$ cat src/rtl/cmp_trigger_unit.sv
module cmp_trigger_unit #(
  parameter int TW = 16
) (
  input  logic          clk,
  input  logic          rst_n,
  input  logic [TW-1:0] tmr_val,
  input  logic [TW-1:0] cmp_val,
  input  logic [3:0]    ctl_wdata,
  input  logic          ctl_we,
  input  logic          conv_en,
  input  logic          drive_en,
  input  logic          tmr_wrap,
  input  logic          cmp_flag_clr,
  input  logic          ovf_clr,
  output logic          cmp_pin,
  output logic          cmp_oe,
  output logic          cmp_flag,
  output logic          ovf_flag,
  output logic          tmr_reset,
  output logic          conv_start
);

  localparam logic [3:0] M_OFF  = 4'b0000;
  localparam logic [3:0] M_SET  = 4'b1000;
  localparam logic [3:0] M_CLR  = 4'b1001;
  localparam logic [3:0] M_SWI  = 4'b1010;
  localparam logic [3:0] M_TRIG = 4'b1011;

  logic [3:0] mode;
  logic       eq, eq_q, cmp_on, hit;

  assign eq     = (tmr_val == cmp_val);
  assign cmp_on = (mode[3:2] == 2'b10);
  assign hit    = cmp_on && eq && !eq_q;
  assign cmp_oe = drive_en;

  always_ff @(posedge clk) begin
    if (!rst_n) begin
      mode       <= M_OFF;
      eq_q       <= 1'b0;
      cmp_pin    <= 1'b0;
      cmp_flag   <= 1'b0;
      ovf_flag   <= 1'b0;
      tmr_reset  <= 1'b0;
      conv_start <= 1'b0;
    end else begin
      eq_q       <= eq;
      tmr_reset  <= hit && (mode == M_TRIG);
      conv_start <= hit && (mode == M_TRIG) && conv_en;

      if (ctl_we) mode <= ctl_wdata;

      if (ctl_we && ctl_wdata == M_OFF) cmp_pin <= 1'b0;
      else if (hit && mode == M_SET)    cmp_pin <= 1'b1;
      else if (hit && mode == M_CLR)    cmp_pin <= 1'b0;

      if (hit)               cmp_flag <= 1'b1;
      else if (cmp_flag_clr) cmp_flag <= 1'b0;

      if (tmr_wrap)     ovf_flag <= 1'b1;
      else if (ovf_clr) ovf_flag <= 1'b0;
    end
  end

  AST_TRIG_ONE_CYCLE: assert property (@(posedge clk) disable iff (!rst_n)
    tmr_reset |=> !tmr_reset);

  AST_CONV_NEEDS_TRIG: assert property (@(posedge clk) disable iff (!rst_n)
    conv_start |-> tmr_reset);

  AST_NO_OVF_FROM_TRIG: assert property (@(posedge clk) disable iff (!rst_n)
    (tmr_reset && !ovf_flag && !tmr_wrap) |=> !ovf_flag);

  AST_ZERO_WRITE_LOW: assert property (@(posedge clk) disable iff (!rst_n)
    (ctl_we && ctl_wdata == M_OFF) |=> !cmp_pin);

  AST_FLAG_STICKY: assert property (@(posedge clk) disable iff (!rst_n)
    (cmp_flag && !cmp_flag_clr) |=> cmp_flag);

  AST_SWI_PIN_HOLD: assert property (@(posedge clk) disable iff (!rst_n)
    (mode == M_SWI && !ctl_we) |=> $stable(cmp_pin));

endmodule

$ cat config.mk
export PLATFORM = sky130hd
export DESIGN_NAME = cmp_trigger_unit
export DESIGN_NICKNAME = d
export VERILOG_FILES = /design/src/rtl/cmp_trigger_unit.sv
export SDC_FILE = /design/constraint.sdc
export NUM_CORES = 1
export LEC_CHECK = 0
export ABC_AREA = 1
export BUFFER_PORTS_ARGS = -buffer_cell sky130_fd_sc_hd__buf_4
export CAP_MARGIN = 20
export CELL_PAD_IN_SITES_DETAIL_PLACEMENT = 1
export CELL_PAD_IN_SITES_GLOBAL_PLACEMENT = 2
export CORE_ASPECT_RATIO = 1.75
export CORE_MARGIN = 2
export CORE_UTILIZATION = 19
export CTS_BUF_LIST = sky130_fd_sc_hd__clkbuf_8 sky130_fd_sc_hd__clkbuf_16
export CTS_CLUSTER_SIZE = 8
export DETAILED_ROUTE_END_ITERATION = 7
export PLACE_DENSITY_LB_ADDON = 0.3
export SLEW_MARGIN = 0
export SYNTH_ARGS = -nofsm -noshare
export SYNTH_HDL_FRONTEND = slang
export SYNTH_SLANG_ARGS = --single-unit
$ cat constraint.sdc
create_clock -name clk -period 2 [get_ports clk]
set_clock_uncertainty 0.1 [all_clocks]
set_input_delay 0.1 -clock clk [delete_from_list [all_inputs] [get_ports clk]]
set_output_delay 0.1 -clock clk [all_outputs]
set_load 0.02 [all_outputs]
==> impl_metrics.tcl <==
set metrics [dict create \
    tritoncts "yes" \
    crit_family "simple AND/OR/NAND/NOR gates" \
    worstReg2RegStart "mode[2]" \
    critPathRequiredTime_ns 2.03 \
    avgSynthCellArea_um2 5.75 \
    path_cells "inv_1, nand2_1, nor2_4, nand4_1, nor2_1, nor2_2" \
    grt_overflow 0 \
    min_period_ns 1.07 \
    cts_root_buf "clkbuf_8" \
    maxSlewViolCount 0 \
    fin_tns_setup_ns 0 \
    via_count 873 \
    grt_pass1_wl_mm 3.37 \
    die_h_um 84.7 \
    dieArea_mm2 0.00424 \
    synth_mux_area_share_pct 0 \
    status "complete, no violations" \
    max_slew.worst_pin.slew_ns 0.279 \
    place_congestion 0.662 \
    synth.net_count 167 \
    final_area_mm2 0.00116 \
    crit_type "flip-flop to flip-flop" \
    drcViolationCount 0 \
    antenna_found_initial 0 \
    yosys.area_share.simple_pct 42.3 \
    synth_xor_xnor_area_share_pct 4.96 \
    fmax_mhz 934 \
    clock-sinks 10 \
    routed_wl_mm 1.89 \
    synth-compound-area-share_pct 7.43 \
    post-place-cells 215 \
    post-route-period-util_pct 53.5 \
    crit_end "cmp_pin" \
    numCtsBuffers 3 \
    yosys.area.top_type_share_pct 28.3 \
    ant_nets 0 \
    syn2layout_area_growth_pct 64.2 \
    rr_worst_depth 6 \
    power.ir.vdd_worst_v 0.000280 \
    reg2reg_slack_ns 0.93 \
    vias_per_cell 3.99 \
    critPathLaunchType "flip-flop" \
    synth_top_cell_by_area "dfxtp_1" \
    hpwl_mm 1.72 \
    cts_buffer_depth 2 \
    slew_headroom_pct 81.1 \
    netlist_top_cells_area "dfxtp_1, nand2_1, inv_1, nor2_1, xor2_1" \
    grtUsageTotal_pct 9.86 \
    ys_types 20 \
    cap_viol_max_count 0 \
    synthCells 123 \
    fin_cells 219 \
    end_kind "flip-flop" \
    ys_ff_latch 10 \
    critical_path.startpoint "mode[2]" \
    synth_top_family_by_area "simple AND/OR/NAND/NOR gates" \
    p_leak_nw 0.680 \
    synth_fa_ha_area_share_pct 0 \
    grt_max_degree 8 \
    drive_gt1_share_pct 34.7 \
    critical_path_buf_inv_count 1 \
    slowest_stage "dfxtp_1" \
    grt_setup_unrepaired "false" \
    drt_iter0_drc 1 \
    h-tree-depth 1 \
    r2r-end "cmp_pin" \
    clkLatencyLatePin_ns 0.23 \
    crit_cells 6 \
    slowest_delay_ns 0.29 \
    cts_resized 0 \
    syn-cell-area_um2 707 \
    wl_per_cell_um 8.63 \
    core.rowCount 29 \
    initial_core_util_pct 19.7 \
    hp-class "primary input to flip-flop" \
    portBuffers 47 \
    arrival_ns 1.10 \
    grt_pass1_vias 926 \
    seq_area_frac_synth_pct 28.3 \
    dr.pass1.iters 4 \
    ioPinCount 50 \
    powerDensity_mw_per_mm2 476 \
    core-area_mm2 0.00359 \
    hold_violations 0 \
    critPathMaxFanout 2 \
    fin_hold_ws_ns 0.0101 \
    clk_pin_slew_ns 0.04 \
    diodes 0 \
    place_area_mm2 0.00111 \
    die_w_um 50.1 \
    finalPower_uw 552 \
    layout.nets 219 \
    setup_violations 0 \
    ys_warn_count 0 \
]
## tightest hold or removal path, stage by stage
cell and delay [ns]:
buf_4 0.09, nor2_1 0.04, nor2_1 0.08
## cells in the final DEF (no fill, tap or decap)
cell type	count
dlygate4sd3_1	1
xor2_1	4
a21oi_1	4
dfxtp_1	10
inv_1	28
nand2_1	35
a21oi_2	1
o21ai_1	2
and2_4	1
inv_2	2
o41ai_1	1
nor2_4	1
clkbuf_8	3
nand3_1	1
nand4_1	1
or2_1	1
nor2_1	24
o21ai_0	1
nand2_4	1
nor2_2	3
nor3_2	1
buf_4	47
## power by group
part,switching [mW],total [mW],internal [mW],leakage [nW]
clock,0.0716,0.203,0.131,0.0216
sequential,0.00292,0.210,0.207,0.0819
combinational,0.0590,0.140,0.0805,0.577
## worst min path at each step
| stage | from | endpoint | slack, ns | cells past startpoint |
|---|---|---|---|---|
| floorplan | tmr_wrap | ovf_flag | 0.12 | 2 |
| finish | ctl_wdata[3] | mode[3] | 0.01 | 3 |
| global route | ctl_wdata[3] | mode[3] | 0.02 | 3 |
| global placement | drive_en | cmp_oe | 0.10 | 0 |
| CTS | ctl_wdata[3] | mode[3] | 0.01 | 3 |
| detailed placement | drive_en | cmp_oe | 0.10 | 0 |
## synth_stat cells, drive strengths merged
cell,n
o21ai,3
or2,1
nor2,28
o41ai,1
nand4,1
nand3,1
dfxtp,10
nor3,1
a21oi,5
inv,30
buf,1
and2,1
nand2,36
xor2,4
## sequential cells by signal, indices dropped and copies added, names as in the netlist
register	count
conv_start	1
cmp_pin	1
cmp_flag	1
eq_q	1
ovf_flag	1
tmr_reset	1
mode	4
## cells by family (layout without fill, tap and decap cells)
logic type             Yosys count  in the layout
XOR/XNOR                         4              4
flip-flops                      10             10
AO/OA/AOI/OAI                    9              9
AND/OR/NAND/NOR                 69             69
buffers and inverters           31             81
## layout make-up
type,instances,area (um2)
clock buffer,3,41.3
sequential,10,200
multi-input combinational,82,387
inverter,30,113
timing repair buffer,48,363
fill,476,2430
tap,46,57.6
## through the flow
step | util (%) | worst slack, ns
6_report | 32.3 | 0.930
5_1_grt | 32.3 | 0.821
4_1_cts | 32.3 | 0.902
3_5_place_dp | 30.9 | 0.820
3_3_place_gp | 30.9 | 0.843
2_1_floorplan | - | 0.998
## metal layers
metal	part of all wire [%]	track usage, %
met4	2.4	4.55
met3	6.6	2.14
met2	58	19.4
met1	33	9.06
met5	0	0
## repair_timing
action                    CTS  global route
setup buffers               0             0
hold buffers                1             0
hold endpoints to repair    1             0
Power figures use the tool's default switching activity.
